## src/rtl/chain_dma_pkg.sv

```systemverilog
package chain_dma_pkg;

  typedef enum logic [2:0] {
    ST_IDLE,
    ST_FETCH,
    ST_PERX,
    ST_MEMX,
    ST_NEXT
  } dmaState_e;

  localparam logic [3:0] EV_NONE  = 4'd0;
  localparam logic [3:0] EV_UNDER = 4'd1;
  localparam logic [3:0] EV_OVER  = 4'd2;
  localparam logic [3:0] EV_DESC  = 4'd3;
  localparam logic [3:0] EV_DATA  = 4'd4;
  localparam logic [3:0] EV_EARLY = 4'd5;
  localparam logic [3:0] EV_OK    = 4'd15;

  localparam logic [2:0] REG_GCTL  = 3'd0;
  localparam logic [2:0] REG_IEN   = 3'd1;
  localparam logic [2:0] REG_ISTAT = 3'd2;
  localparam logic [2:0] REG_DPTR  = 3'd3;
  localparam logic [2:0] REG_CHAN  = 3'd4;

  // control -> datapath strobes
  typedef struct packed {
    logic       busy;
    logic       startWalk;
    logic       capWord;
    logic       loadBranch;
    logic       capData;
    logic       beatDone;
    logic       stallInc;
    logic       addrDesc;
    logic       finish;
    logic [3:0] finCode;
  } dmaStrobe_t;

endpackage

```

## src/rtl/chain_dma_dpath.sv

```systemverilog
module chain_dma_dpath
  import chain_dma_pkg::*;
#(
  parameter int AW    = 32,
  parameter int CNT_W = 16,
  parameter int LIM_W = 8
) (
  input  logic             clk,
  input  logic             rstN,
  input  logic             regWrEn,
  input  logic [2:0]       regAddr,
  input  logic [31:0]      regWrData,
  output logic [31:0]      regRdData,
  input  dmaStrobe_t       stb,
  input  logic [31:0]      memRData,
  input  logic [31:0]      perRdData,
  output logic [AW-1:0]    memAddr,
  output logic [31:0]      memWData,
  output logic [31:0]      perWrData,
  output logic             irq,
  output logic             enable,
  output logic             run,
  output logic             dir,
  output logic             softRst,
  output logic             lastWord,
  output logic             remZero,
  output logic             remLast,
  output logic             isLast,
  output logic             formatOk,
  output logic             stallHit
);

  localparam int WRD_W = CNT_W - 1;

  logic              enableR, ienR, isrR, runR, dirR;
  logic [3:0]        codeR;
  logic [LIM_W-1:0]  stallLimR, stallCnt;
  logic [AW-1:0]     descPtrR, curDesc, bufAddr, branchR;
  logic [1:0]        fIdx;
  logic [WRD_W-1:0]  remWords;
  logic              lastR, fmtR;
  logic [31:0]       dataR;
  logic [CNT_W:0]    cntRound;

  logic wrGctl, wrIen, wrIstat, wrDptr, wrChan;

  assign wrGctl  = regWrEn && (regAddr == REG_GCTL);
  assign wrIen   = regWrEn && (regAddr == REG_IEN);
  assign wrIstat = regWrEn && (regAddr == REG_ISTAT);
  assign wrDptr  = regWrEn && (regAddr == REG_DPTR);
  assign wrChan  = regWrEn && (regAddr == REG_CHAN);
  assign softRst = wrGctl && regWrData[8];

  // software-visible registers
  always_ff @(posedge clk or negedge rstN) begin
    if (!rstN) begin
      enableR   <= 1'b0;
      stallLimR <= '0;
      ienR      <= 1'b0;
      isrR      <= 1'b0;
      descPtrR  <= '0;
      runR      <= 1'b0;
      dirR      <= 1'b0;
      codeR     <= EV_NONE;
    end else begin
      if (wrGctl) begin
        enableR   <= regWrData[0] & ~regWrData[8];
        stallLimR <= regWrData[16 +: LIM_W];
      end
      if (wrIen)  ienR     <= regWrData[0];
      if (wrDptr) descPtrR <= regWrData[AW-1:0];
      if (stb.finish)                   isrR <= 1'b1;
      else if (wrIstat && regWrData[0]) isrR <= 1'b0;
      if (softRst) begin
        runR <= 1'b0;
      end else if (stb.finish) begin
        runR  <= 1'b0;
        codeR <= stb.finCode;
      end else if (wrChan && !stb.busy) begin
        runR  <= regWrData[7];
        dirR  <= regWrData[22];
        codeR <= EV_NONE;
      end
    end
  end

  assign cntRound = {1'b0, memRData[CNT_W-1:0]} + (CNT_W+1)'(3);

  // walk state
  always_ff @(posedge clk or negedge rstN) begin
    if (!rstN) begin
      curDesc  <= '0;
      bufAddr  <= '0;
      branchR  <= '0;
      fIdx     <= '0;
      remWords <= '0;
      lastR    <= 1'b0;
      fmtR     <= 1'b0;
      dataR    <= '0;
      stallCnt <= '0;
    end else begin
      if (stb.startWalk) begin
        curDesc <= descPtrR;
        fIdx    <= '0;
      end else if (stb.loadBranch) begin
        curDesc <= branchR;
        fIdx    <= '0;
      end else if (stb.capWord) begin
        fIdx <= fIdx + 2'd1;
        case (fIdx)
          2'd0: begin
            remWords <= cntRound[CNT_W:2];
            fmtR     <= memRData[30];
            lastR    <= memRData[31];
          end
          2'd1:    bufAddr <= memRData[AW-1:0];
          default: branchR <= memRData[AW-1:0];
        endcase
      end
      if (stb.capData) dataR <= dirR ? perRdData : memRData;
      if (stb.beatDone) begin
        bufAddr  <= bufAddr + AW'(4);
        remWords <= remWords - WRD_W'(1);
      end
      stallCnt <= stb.stallInc ? stallCnt + LIM_W'(1) : '0;
    end
  end

  always_comb begin
    regRdData = '0;
    case (regAddr)
      REG_GCTL: begin
        regRdData[0]            = enableR;
        regRdData[16 +: LIM_W]  = stallLimR;
      end
      REG_IEN:   regRdData[0] = ienR;
      REG_ISTAT: regRdData[0] = isrR;
      REG_DPTR:  regRdData[AW-1:0] = descPtrR;
      REG_CHAN: begin
        regRdData[3:0] = codeR;
        regRdData[7]   = runR;
        regRdData[22]  = dirR;
      end
      default: ;
    endcase
  end

  assign memAddr   = stb.addrDesc ? (curDesc + AW'({fIdx, 2'b00})) : bufAddr;
  assign memWData  = dataR;
  assign perWrData = dataR;
  assign irq       = isrR & ienR;

  assign enable   = enableR;
  assign run      = runR;
  assign dir      = dirR;
  assign lastWord = (fIdx == 2'd2);
  assign remZero  = (remWords == '0);
  assign remLast  = (remWords == WRD_W'(1));
  assign isLast   = lastR;
  assign formatOk = fmtR;
  assign stallHit = (stallCnt == stallLimR);

  logic unusedBits;
  assign unusedBits = ^{regWrData, memRData};

endmodule

```

## src/rtl/chain_dma_ctrl.sv

```systemverilog
module chain_dma_ctrl
  import chain_dma_pkg::*;
(
  input  logic       clk,
  input  logic       rstN,
  input  logic       enable,
  input  logic       run,
  input  logic       dir,
  input  logic       softRst,
  input  logic       lastWord,
  input  logic       remZero,
  input  logic       remLast,
  input  logic       isLast,
  input  logic       formatOk,
  input  logic       stallHit,
  input  logic       memAck,
  input  logic       memErr,
  input  logic       perValid,
  input  logic       perReady,
  input  logic       perEnd,
  output dmaStrobe_t stb,
  output logic       memReq,
  output logic       memWe,
  output logic       perPop,
  output logic       perPush
);

  dmaState_e st, nxt;

  always_ff @(posedge clk or negedge rstN) begin
    if (!rstN) st <= ST_IDLE;
    else       st <= nxt;
  end

  always_comb begin
    stb      = '0;
    stb.busy = (st != ST_IDLE);
    nxt      = st;
    memReq   = 1'b0;
    memWe    = 1'b0;
    perPop   = 1'b0;
    perPush  = 1'b0;
    if (softRst) begin
      nxt = ST_IDLE;
    end else begin
      case (st)
        ST_IDLE: begin
          if (enable && run) begin
            stb.startWalk = 1'b1;
            nxt           = ST_FETCH;
          end
        end
        ST_FETCH: begin
          memReq       = 1'b1;
          stb.addrDesc = 1'b1;
          if (memAck) begin
            if (memErr) begin
              stb.finish  = 1'b1;
              stb.finCode = EV_DESC;
              nxt         = ST_IDLE;
            end else begin
              stb.capWord = 1'b1;
              if (lastWord) begin
                if (!formatOk) begin
                  stb.finish  = 1'b1;
                  stb.finCode = EV_DESC;
                  nxt         = ST_IDLE;
                end else if (remZero) nxt = ST_NEXT;
                else if (dir)         nxt = ST_PERX;
                else                  nxt = ST_MEMX;
              end
            end
          end
        end
        ST_PERX: begin
          if (perEnd) begin
            stb.finish  = 1'b1;
            stb.finCode = EV_EARLY;
            nxt         = ST_IDLE;
          end else if (dir) begin
            if (perValid) begin
              perPop      = 1'b1;
              stb.capData = 1'b1;
              nxt         = ST_MEMX;
            end else if (stallHit) begin
              stb.finish  = 1'b1;
              stb.finCode = EV_UNDER;
              nxt         = ST_IDLE;
            end else begin
              stb.stallInc = 1'b1;
            end
          end else begin
            if (perReady) begin
              perPush      = 1'b1;
              stb.beatDone = 1'b1;
              nxt          = remLast ? ST_NEXT : ST_MEMX;
            end else if (stallHit) begin
              stb.finish  = 1'b1;
              stb.finCode = EV_OVER;
              nxt         = ST_IDLE;
            end else begin
              stb.stallInc = 1'b1;
            end
          end
        end
        ST_MEMX: begin
          memReq = 1'b1;
          memWe  = dir;
          if (memAck) begin
            if (memErr) begin
              stb.finish  = 1'b1;
              stb.finCode = EV_DATA;
              nxt         = ST_IDLE;
            end else if (dir) begin
              stb.beatDone = 1'b1;
              nxt          = remLast ? ST_NEXT : ST_PERX;
            end else begin
              stb.capData = 1'b1;
              nxt         = ST_PERX;
            end
          end
        end
        ST_NEXT: begin
          if (isLast) begin
            stb.finish  = 1'b1;
            stb.finCode = EV_OK;
            nxt         = ST_IDLE;
          end else begin
            stb.loadBranch = 1'b1;
            nxt            = ST_FETCH;
          end
        end
        default: nxt = ST_IDLE;
      endcase
    end
  end

endmodule

```

## src/rtl/chain_dma.sv

```systemverilog
module chain_dma
  import chain_dma_pkg::*;
#(
  parameter int AW    = 32,
  parameter int CNT_W = 16,
  parameter int LIM_W = 8
) (
  input  logic          clk,
  input  logic          rstN,
  input  logic          regWrEn,
  input  logic [2:0]    regAddr,
  input  logic [31:0]   regWrData,
  output logic [31:0]   regRdData,
  output logic          memReq,
  output logic          memWe,
  output logic [AW-1:0] memAddr,
  output logic [31:0]   memWData,
  input  logic          memAck,
  input  logic          memErr,
  input  logic [31:0]   memRData,
  input  logic          perValid,
  input  logic [31:0]   perRdData,
  output logic          perPop,
  input  logic          perReady,
  output logic          perPush,
  output logic [31:0]   perWrData,
  input  logic          perEnd,
  output logic          irq
);

  dmaStrobe_t stb;
  logic enable, run, dir, softRst, lastWord, remZero, remLast, isLast, formatOk, stallHit;

  chain_dma_ctrl ctrl_i (
    .clk(clk), .rstN(rstN),
    .enable(enable), .run(run), .dir(dir), .softRst(softRst),
    .lastWord(lastWord), .remZero(remZero), .remLast(remLast),
    .isLast(isLast), .formatOk(formatOk), .stallHit(stallHit),
    .memAck(memAck), .memErr(memErr),
    .perValid(perValid), .perReady(perReady), .perEnd(perEnd),
    .stb(stb), .memReq(memReq), .memWe(memWe),
    .perPop(perPop), .perPush(perPush)
  );

  chain_dma_dpath #(.AW(AW), .CNT_W(CNT_W), .LIM_W(LIM_W)) dpath_i (
    .clk(clk), .rstN(rstN),
    .regWrEn(regWrEn), .regAddr(regAddr), .regWrData(regWrData), .regRdData(regRdData),
    .stb(stb), .memRData(memRData), .perRdData(perRdData),
    .memAddr(memAddr), .memWData(memWData), .perWrData(perWrData), .irq(irq),
    .enable(enable), .run(run), .dir(dir), .softRst(softRst),
    .lastWord(lastWord), .remZero(remZero), .remLast(remLast),
    .isLast(isLast), .formatOk(formatOk), .stallHit(stallHit)
  );

endmodule

```

## config.mk

```make
export PLATFORM = sky130hd
export DESIGN_NAME = chain_dma
export DESIGN_NICKNAME = d
export VERILOG_FILES = /design/src/rtl/chain_dma_pkg.sv /design/src/rtl/chain_dma_dpath.sv /design/src/rtl/chain_dma_ctrl.sv /design/src/rtl/chain_dma.sv
export SDC_FILE = /design/constraint.sdc
export NUM_CORES = 1
export LEC_CHECK = 0
export BUFFER_PORTS_ARGS = -buffer_cell sky130_fd_sc_hd__buf_4
export CORE_ASPECT_RATIO = 0.5
export CORE_MARGIN = 3
export CORE_UTILIZATION = 56
export DETAILED_ROUTE_END_ITERATION = 6
export GPL_ROUTABILITY_DRIVEN = 0
export PLACE_DENSITY = 0.81
export RECOVER_POWER = 50
export SYNTH_ARGS = -nofsm -noshare
export SYNTH_HDL_FRONTEND = slang
export SYNTH_SLANG_ARGS = --single-unit
```

## constraint.sdc

```tcl
create_clock -name clk -period 3.4 [get_ports clk]
set_input_delay 0.51 -clock clk [delete_from_list [all_inputs] [get_ports clk]]
set_output_delay 0.51 -clock clk [all_outputs]
set_load 0.01 [all_outputs]
```

# ---- Word level (Yosys, flattened, before mapping)
# Index checks and enable logic that the tools add are counted.
# Widths: inputs -> output; s select.
dict set report word_totals {
  ff_bits 207
  inputBits 107
  out_inout_bits 133
  word_cells 184
}
dict set report classes {
  n_addsub 6
  n_eq_ne 18
  muxes 102
  n_bitwise 8
  reduce_logical 32
}
# op n
set op_table {}
lappend op_table {{$mux 32} 9}
lappend op_table {{$mux 15} 5}
lappend op_table {{$mux 5} 13}
lappend op_table {{$mux 3} 19}
lappend op_table {{$mux 1} 36}
lappend op_table {{$add 32x3->32 const B} 1}
lappend op_table {{$add 32x4->32} 1}
lappend op_table {{$mux 8} 3}
lappend op_table {{$pmux 5 s4} 1}
lappend op_table {{$reduce_and 4->1} 5}
lappend op_table {{$add 16x2->17 const B} 1}
lappend op_table {{$eq 15x1->1 const B} 1}
lappend op_table {{$logic_not 15->1} 1}
lappend op_table {{$pmux 3 s5} 1}
lappend op_table {{$sub 15x1->15 const B} 1}
lappend op_table {{$eq 3x2->1 const B} 4}
lappend op_table {{$mux 12} 1}
lappend op_table {{$pmux 6 s2} 1}
lappend op_table {{$reduce_bool 2->1} 6}
lappend op_table {{$mux 2} 5}
lappend op_table {{$logic_and 1x1->1} 9}
lappend op_table {{$reduce_bool 3->1} 3}
lappend op_table {{$add 8x1->8 const B} 1}
lappend op_table {{$eq 8x8->1} 1}
lappend op_table {{23 further kinds} 37}

# ---- Longest topological paths before layout
# Gate-level depths: netlist (run 1).
dict set report depth {
  word_depth 11
  depth_mapped 10
  depth_no_buf 8
}

# ---- By module
# From an unflattened synthesis (run 1), not the netlist that was laid out.
dict set report hier_totals {
  hier_cells 1227
  area_unflattened_um2 11999.0
}
# module n_inst cells_each area_each_um2 seq_area_each_um2
set by_module_without_submodules {}
lappend by_module_without_submodules {chain_dma_dpath 1 1143 11444.7 5104.9}
lappend by_module_without_submodules {chain_dma_ctrl 1 84 554.3 75.1}

# ---- Worst setup path before layout (run 1)
# OpenSTA, ideal clock, no wires.
dict set report synth_timing {
  kind {input port to output port}
  start {input port regAddr[0]}
  end {output port memAddr[1]}
  t_arrival_ns 2.263
  required_time_ns 2.890
  slack_ns 0.627
  stages 9
  n_path_buf 4
  cell_sequence {buf_2 or4b_1 buf_2 o21ai_4 inv_2 nand2b_1 buf_2 buf_4 mux2_1}
}
dict set report synth_between {
  elab_chain_cells 5
}
# element line
set synth_rtl {}
lappend synth_rtl {{from (decl)} chain_dma.sv:11} ;# input logic [2:0] regAddr,
lappend synth_rtl {{$logic_not 3->1} chain_dma_dpath.sv:47} ;# assign wrGctl = regWrEn && (regAddr == REG_GCTL);
lappend synth_rtl {{$logic_and 1x1->1} chain_dma_dpath.sv:47}
lappend synth_rtl {{$logic_and 1x1->1} chain_dma_dpath.sv:52} ;# assign softRst = wrGctl && regWrData[8];
lappend synth_rtl {{$mux 12} chain_dma_ctrl.sv:43} ;# if (softRst) begin
lappend synth_rtl {{$mux 32} chain_dma_dpath.sv:148} ;# assign memAddr = stb.addrDesc ? (curDesc + AW'({fIdx, 2'b00})) : bufAddr;
lappend synth_rtl {{to (decl)} chain_dma.sv:16} ;# output logic [AW-1:0] memAddr,
# No other way between the ends.

# ---- Final worst setup path (run 1)
dict set report layout_timing {
  start {register dpath_i.fIdx[0]}
  end {output port memAddr[24]}
}
dict set report layout_between {
  elab_chain_cells 2
}
# element line
set layout_rtl {}
lappend layout_rtl {{from (decl)} chain_dma_dpath.sv:39} ;# logic [1:0] fIdx;
lappend layout_rtl {{from (signal assigned)} chain_dma_dpath.sv:109} ;# fIdx <= fIdx + 2'd1;
lappend layout_rtl {{$add 32x4->32} chain_dma_dpath.sv:148}
lappend layout_rtl {{$mux 32} chain_dma_dpath.sv:148}
# No other way between the ends.

==> impl_metrics.py, run 1 <==
metrics = {
    "global_routing": {
        "grt_overflow": 0,
        "antenna_found_initial": 1,
        "grt_pass1_wl_um": 56600,
        "grt_max_degree": 106,
        "grt_pass1_vias": 10340,
        "grtUsageTotal": 0.3096,
    },
    "timing": {
        "clock_skew_ns": 0.01193,
        "final.min_clock_period_ns": 3.285,
        "rsz0062_at_grt": "true",
        "timing.hold.ws_ns": 0.2020,
        "setup_viol": 0,
        "slew_viol_final": 105,
        "relSlewSlack": -0.8490,
        "worstMarginPinSlew_ns": 2.774,
        "tns_ns": 0,
        "final_hold_viol_count": 0,
        "fmax_mhz": 304.4,
        "period_share": 0.9663,
    },
    "critical_path": {
        "worst_ep_arrival_time_ns": 2.78,
        "required_ns": 2.89,
        "path_class": "reg -> out",
        "cp-end-kind": "primary output",
        "start_kind": "flip-flop",
        "cp_max_fo": 5,
    },
    "yosys": {
        "synthFlopType": "dfrtp_1",
        "ys_async_sr_fraction": 1.000,
        "ys_types": 92,
        "postSynthCellCount": 1256,
        "synth_area_per_cell_um2": 9.570,
        "yosys_warnings": 0,
        "yosys.area.top_type": "dfrtp_1",
        "synth_edf_count": 0,
        "synth_area_leaders": "dfrtp_1 (43%), nand2_1 (6.3%), mux2_4 (3.7%)",
        "ys_ff_latch": 207,
        "yosysSeqAreaShare": 0.4309,
        "syn-cell-area_um2": 12020,
        "synth_top_cell_area_share": 0.4309,
        "synth.net_count": 1374,
    },
    "routing": {
        "ant_nets": 0,
        "finalWirelength_um": 37260,
        "dr.pass1.iters": 5,
        "num_vias": 10920,
        "drt_iter0_drc": 1123,
        "post_drt_via_cell_ratio": 6.295,
        "drc": 0,
        "wl_per_cell_um": 21.49,
    },
    "clock_network": {
        "cts.path.max_buffers": 3,
        "htreeDepth": 1,
        "clk-insertion-delay-late_ns": 0.51,
        "cts_tree": "built",
        "numCtsBuffers": 20,
        "holdBufCountCts": 0,
        "clock-sinks": 207,
        "clk_pin_slew_worst_paths_ns": 0.07,
        "cts_root_buf": "clkbuf_16",
    },
    "final_layout": {
        "seqCellArea_um2": 5181,
        "layout-drive-gt1-share": 0.2471,
        "syn_to_final_growth_pct": 19.57,
        "diodes": 0,
        "nFillCells": 1595,
        "layout.nets": 1565,
        "multi_input_area_um2": 6200,
    },
    "power_and_ir_drop": {
        "leakagePower_nw": 6.435,
        "powerDensity_nw_per_um2": 784.8,
        "ir_drop_mv": 0.3741,
    },
    "die": {
        "dieArea_um2": 23370,
        "core-area_um2": 20790,
        "die-height_um": 109.6,
        "ioPinCount": 240,
        "start_util": 0.5783,
        "fp.dieW_um": 213.2,
        "rows": 37,
    },
    "job": {
        "maxCapViolations": 1,
    },
    "status": {
        "failed_checks": "capacitance limit, slew limit",
        "status": "finished with violations",
    },
    "placement": {
        "dp_hpwl_um": 27070,
        "port_buffers": 239,
    },
    "worst_hold_path": {
        "min_path_type": "in -> reg",
    },
}
timing repair:
action	4_1_cts	5_1_grt
resized for setup	5	5
buffers inserted	0	5
gates cloned	0	1
pin swaps	0	1
setup endpoints to repair	6	5
stage by stage:
stage	total power [mW]	util	instance area (µm²)	std cells	setup WS, ns
floorplan	7.208	-	12020	1256	0.6268
global placement	8.915	0.6651	13820	1692	0.4510
detailed placement	9.091	0.6651	13820	1692	0.2873
CTS	11.48	0.6992	14530	1728	0.05571
global route	11.92	0.6914	14370	1734	-0.01503
finish	11.28	0.6914	14370	1734	0.1147
Yosys cell counts (4+ instances only):
master	n
mux2i_1	35
and3_1	7
nor3_1	16
o211ai_1	12
o21ai_0	53
nand2_1	203
o211ai_2	7
nand4_1	19
a31oi_1	6
ha_1	10
dfrtp_1	207
a21oi_1	55
nor3b_1	4
nor2b_1	7
xor2_1	18
xnor2_1	34
and4_1	9
a221o_1	8
a211oi_1	4
inv_1	30
buf_4	36
nand3b_1	5
a22oi_1	40
nand3_1	44
mux2_4	30
or3_1	15
clkbuf_1	35
nor4_1	17
nand2b_1	8
a22o_1	4
and2_1	27
buf_6	5
or4_1	9
buf_2	25
mux2_2	36
nor2_1	82
a21o_1	9
where the power goes:
part	total (mW)	internal [mW]	switching, mW
combinational	4.29	2.04	2.25
sequential	4.63	3.45	1.18
clock	2.36	1.35	1.00
total	11.3	6.84	4.44
state kept, by name, indices dropped and copies added (netlist names):
register / cells
ctrl_i.st: 3
dpath_i.branchR: 32
dpath_i.bufAddr: 32
dpath_i.codeR: 4
dpath_i.curDesc: 32
dpath_i.descPtrR: 32
dpath_i.dir: 1
dpath_i.enable: 1
dpath_i.fIdx: 2
dpath_i.formatOk: 1
dpath_i.ienR: 1
dpath_i.isLast: 1
dpath_i.isrR: 1
dpath_i.memWData: 32
dpath_i.remWords: 15
dpath_i.run: 1
dpath_i.stallCnt: 8
dpath_i.stallLimR: 8
path summary, 6_finish.rpt:
check,start,end,depth (start not counted),slack [ns]
worst max-delay path,dpath_i.fIdx[0],memAddr[24],10,0.11
worst min-delay path,regWrData[18],dpath_i.stallLimR[2],3,0.20
worst max register to register,ctrl_i.st[2],dpath_i.bufAddr[7],5,0.72
worst min register to register,dpath_i.bufAddr[1],dpath_i.bufAddr[1],2,0.48
max in group asynchronous,rstN,dpath_i.bufAddr[3],2,0.70
min in group asynchronous,rstN,dpath_i.descPtrR[28],1,0.88
layout by cell type (no fill, tap or decap), types with 7 or more instances in the layout:
cell	instances
nor3_1	15
xnor2_1	34
mux2_4	30
clkbuf_16	21
and4_1	8
mux2i_1	35
nand2_1	203
nor2_1	81
nor4_1	14
dfrtp_1	206
nand2b_1	7
o211ai_1	12
and2_1	27
or3_1	15
o21ai_0	53
xor2_1	18
ha_1	10
and3_1	7
inv_1	30
mux2_2	36
or4_1	9
nand3_1	44
a22oi_1	40
a21oi_1	55
buf_4	209
a221o_1	8
clkbuf_1	63
a21o_1	9
nand4_1	19
o211ai_2	7
routing by layer:
metal	wire, µm	vias up	track usage
met1	15370	5356	0.4241
met5	13	-	0
li1	-	4849	-
met4	1561	2	0.1248
met3	3274	126	0.05958
met2	17040	582	0.4908
cell type report:
type | instances | share of cell area
multi-input combinational | 913 | 0.4314
sequential | 207 | 0.3605
timing repair buffer | 274 | 0.1287
clock buffer | 27 | 0.04022
tap | 273 | 0.02377
inverter | 31 | 0.008096
clock inverter | 9 | 0.007400
critical path: stages (launching register included):
cell and delay [ns]:
dfrtp_1 0.42, ha_1 0.21, inv_1 0.06, fa_2 0.40, nor2b_4 0.16, buf_4 0.14
nand4_2 0.22, nor3_2 0.26, xnor2_1 0.09, o21ai_0 0.16, buf_4 0.15
logic make-up (layout without fill, tap and decap cells):
logic type / count (synthesis) / count (layout) / share of synthesized area
adder cells (fa/ha/maj): 11 / 11 / 0.01207
flip-flops: 207 / 207 / 0.4309
buffers and inverters: 137 / 341 / 0.06006
XOR/XNOR: 52 / 52 / 0.03789
AO/OA/AOI/OAI: 250 / 250 / 0.1512
multiplexers: 103 / 103 / 0.1032
AND/OR/NAND/NOR: 496 / 497 / 0.2046
(Power assumes the default switching activity.)
==> inputs of run 2 (changes only) <==
--- a/config.mk
+++ b/config.mk
@@ -6,12 +6,13 @@
 export NUM_CORES = 1
 export LEC_CHECK = 0
 export BUFFER_PORTS_ARGS = -buffer_cell sky130_fd_sc_hd__buf_4
+export CAP_MARGIN = 40
 export CORE_ASPECT_RATIO = 0.5
 export CORE_MARGIN = 3
-export CORE_UTILIZATION = 56
+export CORE_UTILIZATION = 50
 export DETAILED_ROUTE_END_ITERATION = 6
 export GPL_ROUTABILITY_DRIVEN = 0
-export PLACE_DENSITY = 0.81
+export PLACE_DENSITY = 0.74
 export RECOVER_POWER = 50
 export SYNTH_ARGS = -nofsm -noshare
 export SYNTH_HDL_FRONTEND = slang
==> impl_metrics.py, run 2 (synthesized netlist as in run 1, its figures left out) <==
metrics = {
    "status": {
        "status": "finished with violations",
        "failed_checks": "capacitance limit, slew limit",
    },
    "die": {
        "die-height_um": 115.6,
        "rows": 39,
        "ioPinCount": 240,
        "core-area_um2": 23230,
        "dieArea_um2": 26050,
        "fp.dieW_um": 225.3,
        "start_util": 0.5175,
    },
    "routing": {
        "wl_per_cell_um": 21.01,
        "dr.pass1.iters": 5,
        "num_vias": 10550,
        "drc": 0,
        "finalWirelength_um": 37000,
        "drt_iter0_drc": 1025,
        "ant_nets": 0,
        "post_drt_via_cell_ratio": 5.991,
    },
    "critical_path": {
        "required_ns": 2.89,
        "path_class": "reg -> out",
        "cp_max_fo": 5,
        "start_kind": "flip-flop",
        "cp-end-kind": "primary output",
        "worst_ep_arrival_time_ns": 2.81,
    },
    "final_layout": {
        "layout.nets": 1558,
        "nFillCells": 1947,
        "final_area_um2": 14430,
        "syn_to_final_growth_pct": 20.02,
        "layout-drive-gt1-share": 0.2443,
        "final_common_cell": "dfrtp_1",
        "final_cell_mix": "dfrtp_1 (205), buf_4 (204), nand2_1 (203)",
    },
    "timing": {
        "final.min_clock_period_ns": 3.320,
        "rsz0062_at_grt": "true",
        "clock_skew_ns": 0.009807,
        "tns_ns": 0,
        "fin_ws_ns": 0.07983,
        "slew_viol_final": 61,
        "timing.hold.ws_ns": 0.2036,
        "final_hold_viol_count": 0,
        "worstMarginPinSlew_ns": 1.531,
        "relSlewSlack": -0.02041,
        "setup_viol": 0,
        "fmax_mhz": 301.2,
        "period_share": 0.9765,
    },
    "clock_network": {
        "numCtsBuffers": 20,
        "htreeDepth": 1,
        "cts.path.max_buffers": 3,
        "clk_pin_slew_worst_paths_ns": 0.06,
        "clock-sinks": 207,
        "clk-insertion-delay-late_ns": 0.51,
        "cts_tree": "built",
        "cts_root_buf": "clkbuf_16",
    },
    "worst_hold_path": {
        "min_path_type": "in -> reg",
    },
    "power_and_ir_drop": {
        "ir_drop_mv": 0.3886,
        "powerDensity_nw_per_um2": 781.7,
        "leakagePower_nw": 6.461,
    },
    "global_routing": {
        "antenna_found_initial": 0,
        "grt_pass1_vias": 10150,
        "grtUsageTotal": 0.2767,
        "grt_overflow": 0,
        "grt_max_degree": 79,
        "grt_pass1_wl_um": 56850,
    },
    "placement": {
        "port_buffers": 239,
        "dp_hpwl_um": 27150,
        "place_area_um2": 13850,
        "place_ws_ns": 0.3501,
    },
    "job": {
        "maxCapViolations": 1,
    },
}
-- run 2: cell types whose count changed in the layout (fill, tap and decap cells not counted), moves of 3 or more --
| cell | delta |
|---|---|
| clkbuf_1 | -3 |
| clkbuf_8 | +4 |
| buf_4 | -5 |
| clkinvlp_4 | -3 |
-- run 2: final timing paths --
| path | from | end | slack, ns | depth (start not counted) |
|---|---|---|---|---|
| hold / removal | regWrData[16] | dpath_i.stallLimR[0] | 0.20 | 3 |
| hold reg to reg | dpath_i.curDesc[0] | dpath_i.curDesc[0] | 0.48 | 2 |
| setup / recovery | dpath_i.fIdx[0] | memAddr[22] | 0.08 | 9 |
| max in group asynchronous | rstN | dpath_i.bufAddr[4] | 0.52 | 3 |
| setup reg to reg | ctrl_i.st[0] | dpath_i.branchR[31] | 0.53 | 7 |
| min in group asynchronous | rstN | dpath_i.curDesc[20] | 0.91 | 2 |
-- run 2: area by class of cell --
| type | count | area (µm²) | area share |
|---|---|---|---|
| Inverter | 31 | 116.4 | 0.008066 |
| Clock buffer | 31 | 633.1 | 0.04389 |
| Clock inverter | 4 | 70.07 | 0.004857 |
| Tap cell | 307 | 384.1 | 0.02663 |
| Sequential cell | 207 | 5182 | 0.3592 |
| Multi-Input combinational cell | 913 | 6222 | 0.4313 |
| Antenna cell | 1 | 2.502 | 0.0001735 |
| Timing Repair Buffer | 267 | 1815 | 0.1258 |
-- run 2: where the power goes --
group | internal (mW) | total, mW | leakage, nW | switching, mW
Combinational | 2.02 | 4.23 | 3.50 | 2.22
Sequential | 3.45 | 4.65 | 2.61 | 1.20
Clock | 1.43 | 2.40 | 0.349 | 0.970
Total | 6.90 | 11.3 | 6.46 | 4.38
-- run 2: stage by stage --
stage	power, mW	util	std cells
2_1_floorplan	7.208	-	1256
3_3_place_gp	8.941	0.5958	1719
3_5_place_dp	9.103	0.5962	1720
4_1_cts	11.54	0.6285	1756
5_1_grt	11.94	0.6210	1760
6_report	11.28	0.6211	1761
-- run 2: routing by layer --
layer / routed length (µm) / global-route usage / vias up
li1: - / - / 4823
met1: 16140 / 0.3883 / 5210
met2: 17090 / 0.4448 / 451
met3: 2728 / 0.04885 / 67
met4: 1049 / 0.08284 / 0
met5: 0 / 0 / -
-- run 2: critical path, cell delays in order, from the launching register on --
cell	delay, ns
dfrtp_2	0.41
ha_1	0.19
inv_1	0.06
fa_2	0.40
nor2b_4	0.22
nand4_4	0.25
nor3_2	0.26
xnor2_1	0.08
o21ai_0	0.25
buf_4	0.18
-- run 2: timing repair --
| item | CTS | global route |
|---|---|---|
| pin swaps | 0 | 3 |
| resized for setup | 7 | 6 |
| hold buffers | 1 | 0 |
| setup endpoints to repair | 7 | 7 |
| cloned | 0 | 1 |
| buffers inserted | 0 | 3 |
| endpoints found under the hold margin | 7 | 0 |
==> inputs of run 3 (changes only) <==
--- a/config.mk
+++ b/config.mk
@@ -5,6 +5,7 @@
 export SDC_FILE = /design/constraint.sdc
 export NUM_CORES = 1
 export LEC_CHECK = 0
+export ABC_AREA = 1
 export BUFFER_PORTS_ARGS = -buffer_cell sky130_fd_sc_hd__buf_4
 export CAP_MARGIN = 40
 export CORE_ASPECT_RATIO = 0.5
@@ -12,7 +13,7 @@
 export CORE_UTILIZATION = 50
 export DETAILED_ROUTE_END_ITERATION = 6
 export GPL_ROUTABILITY_DRIVEN = 0
-export PLACE_DENSITY = 0.74
+export PLACE_DENSITY = 0.73
 export RECOVER_POWER = 50
 export SYNTH_ARGS = -nofsm -noshare
 export SYNTH_HDL_FRONTEND = slang
==> impl_metrics.py, run 3 <==
metrics = {
    "global_routing": {
        "grt_max_degree": 86,
        "grt_overflow": 0,
        "grt_pass1_vias": 10570,
        "grt_pass1_wl_um": 60690,
        "antenna_found_initial": 0,
        "grtUsageTotal": 0.2899,
    },
    "clock_network": {
        "cts_root_buf": "clkbuf_16",
        "cts.path.max_buffers": 3,
        "clock-sinks": 207,
        "numCtsBuffers": 20,
        "htreeDepth": 1,
        "clk_pin_slew_worst_paths_ns": 0.07,
        "cts_tree": "built",
        "clk-insertion-delay-late_ns": 0.52,
        "holdBufCountCts": 0,
    },
    "critical_path": {
        "crit_family": "adder cells",
        "cp-end-kind": "primary output",
        "r2r-end": "dpath_i.fIdx[1]",
        "r2r_slack_ns": 1.08,
        "cp_num_buf_inv": 3,
        "worst-path-stages": 9,
        "start_kind": "flip-flop",
        "r2r-start": "ctrl_i.st[0]",
        "cpMaxStageDelayCell": "dfrtp_1",
        "reg2reg_depth": 8,
        "crit_chain": "ha_1 > inv_1 > fa_2 > nor3_1 > inv_1 > nor2_1 > nand2_1 > a31oi_1 > buf_4",
        "cp_max_fo": 5,
        "required_ns": 2.89,
        "worst_ep_arrival_time_ns": 2.73,
        "cp_common_cell": "inv_1",
        "cp_slowest_stage_delay_ns": 0.41,
        "path_class": "reg -> out",
        "crit_path_end": "memAddr[14]",
        "startpoint": "dpath_i.fIdx[0]",
    },
    "routing": {
        "drc": 0,
        "dr.pass1.iters": 6,
        "post_drt_via_cell_ratio": 5.536,
        "finalWirelength_um": 39500,
        "wl_per_cell_um": 18.32,
        "num_vias": 11940,
        "ant_nets": 0,
        "drt_iter0_drc": 1354,
    },
    "worst_hold_path": {
        "min_path_type": "in -> reg",
    },
    "yosys": {
        "synth_top_cell_area_share": 0.4186,
        "synth_edf_count": 0,
        "yosys_warnings": 0,
        "synth.area.mux_share": 0.005460,
        "yosysSeqAreaShare": 0.4186,
        "synth.net_count": 1748,
        "syn-cell-area_um2": 12380,
        "postSynthCellCount": 1630,
        "synthFlopType": "dfrtp_1",
        "synthTopCellsByCount": "nand2_1 (421), dfrtp_1 (207), inv_1 (179), nor2_1 (175), nand3_1 (109)",
        "yosys.area.top_type": "dfrtp_1",
        "synth_fa_ha_area_frac": 0.01173,
        "synth_area_per_cell_um2": 7.592,
        "ys_types": 49,
        "synthSimpleGateAreaFrac": 0.2769,
        "yosysMostFrequentCell": "nand2_1",
        "synth-xor-area-share": 0.03963,
        "synth_area_leaders": "dfrtp_1 (42%), nand2_1 (13%), inv_1 (5.4%)",
        "synth_compound_area_frac": 0.1391,
        "ys_async_sr_fraction": 1.000,
        "synth_top_family_by_area": "simple AND/OR/NAND/NOR gates",
        "ys_ff_latch": 207,
    },
    "placement": {
        "place_area_um2": 14110,
        "port_buffers": 239,
        "dp_hpwl_um": 30010,
    },
    "final_layout": {
        "final_cell_mix": "nand2_1 (421), dfrtp_1 (207), buf_4 (193)",
        "diodes": 0,
        "syn_to_final_growth_pct": 17.10,
        "final_common_cell": "nand2_1",
        "final_area_um2": 14490,
        "layout-drive-gt1-share": 0.1599,
        "layout.nets": 1928,
        "nFillCells": 2283,
        "utilization": 0.5995,
    },
    "timing": {
        "fmax_mhz": 308.7,
        "slew_viol_final": 86,
        "clock_skew_ns": 0.01745,
        "period_share": 0.9528,
        "relSlewSlack": -0.4250,
        "rsz0062_at_grt": "false",
        "final_hold_viol_count": 0,
        "worstMarginPinSlew_ns": 2.137,
        "final.min_clock_period_ns": 3.239,
        "tns_ns": 0,
        "setup_viol": 0,
    },
    "die": {
        "rows": 40,
        "ioPinCount": 240,
        "start_util": 0.5120,
        "die-height_um": 117.2,
        "core-area_um2": 24170,
        "dieArea_um2": 26790,
        "fp.dieW_um": 228.5,
    },
    "job": {
        "maxCapViolations": 1,
    },
    "status": {
        "status": "finished with violations",
        "failed_checks": "capacitance limit, slew limit",
    },
    "power_and_ir_drop": {
        "ir_drop_mv": 0.3285,
        "powerDensity_nw_per_um2": 793.2,
        "leakagePower_nw": 7.059,
    },
}
[run 3: changes by cell type after synthesis, sizes merged, moves of 30 or more]
cell   delta
nand3    +66
a31oi    +38
mux2     -61
inv     +161
nand2   +229
mux2i    -35
a21oi    -32
nor2     +95
o21ai    +61
nor3     +30
a22oi    -40
[run 3: per-layer routing]
metal,track usage,vias up,part of all wire
li1,-,5654,-
met1,0.4438,5636,0.47
met2,0.4211,594,0.41
met3,0.07398,51,0.11
met4,0.04072,0,0.013
met5,0,-,0
[run 3: per-stage QoR]
stage	setup WS (ns)	power, mW	std cells	hold slack (ns)
2_1_floorplan	0.9930	7.369	1630	0.2144
3_3_place_gp	0.5913	9.337	2124	0.4676
3_5_place_dp	0.5513	9.407	2124	0.4739
4_1_cts	0.02381	11.69	2156	0.08881
5_1_grt	0.04124	12.28	2156	0.2334
6_report	0.1606	11.49	2156	0.2401
[run 3: layout make-up]
cell class / count / area, µm² / share of cell area
multi-input combinational: 1137 / 5857 / 0.4042
inverter: 192 / 728.2 / 0.05025
timing repair buffer: 252 / 1679 / 0.1159
tap: 336 / 420.4 / 0.02901
clock inverter: 4 / 45.04 / 0.003108
sequential: 207 / 5180 / 0.3575
clock buffer: 28 / 581.8 / 0.04015
[run 3: worst min-delay path, stage by stage]
cell and delay [ns]:
buf_4 0.09, nand2_1 0.04, o21ai_0 0.05
[run 3: kinds of logic (layout without fill, tap and decap cells)]
| logic type | Yosys count | count (layout) |
|---|---|---|
| adders and majority gates | 11 | 11 |
| and+or+nand+nor | 801 | 801 |
| AOI/OAI and AO/OA | 263 | 263 |
| buffers and inverters | 286 | 476 |
| DFF | 207 | 207 |
| muxes | 6 | 6 |
| xor gates and xnor gates | 56 | 56 |
[run 3: worst min-delay path by stage]
| stage | slack [ns] | cells past startpoint | start | endpoint |
|---|---|---|---|---|
| after floorplan | 0.21 | 0 | rstN | ctrl_i.st[0] |
| after detailed placement | 0.47 | 2 | dpath_i.branchR[29] | dpath_i.branchR[29] |
| final | 0.24 | 3 | regWrData[23] | dpath_i.stallLimR[7] |
| after global routing | 0.23 | 2 | regWrData[1] | dpath_i.descPtrR[1] |
| after global placement | 0.47 | 2 | dpath_i.branchR[9] | dpath_i.branchR[9] |
| after CTS | 0.09 | 1 | rstN | dpath_i.ienR |
[run 3: repair_timing]
action / 4_1_cts / 5_1_grt
setup buffers: 0 / 0
setup endpoints to repair: 0 / 9
gates resized for setup: 0 / 5
hold endpoints to repair: 0 / 0
[run 3: power by group]
group          switching, mW  leakage (nW)  internal [mW]
Sequential             0.941          2.50           3.39
Combinational           3.01          4.25           1.90
Clock                  0.992         0.311           1.26
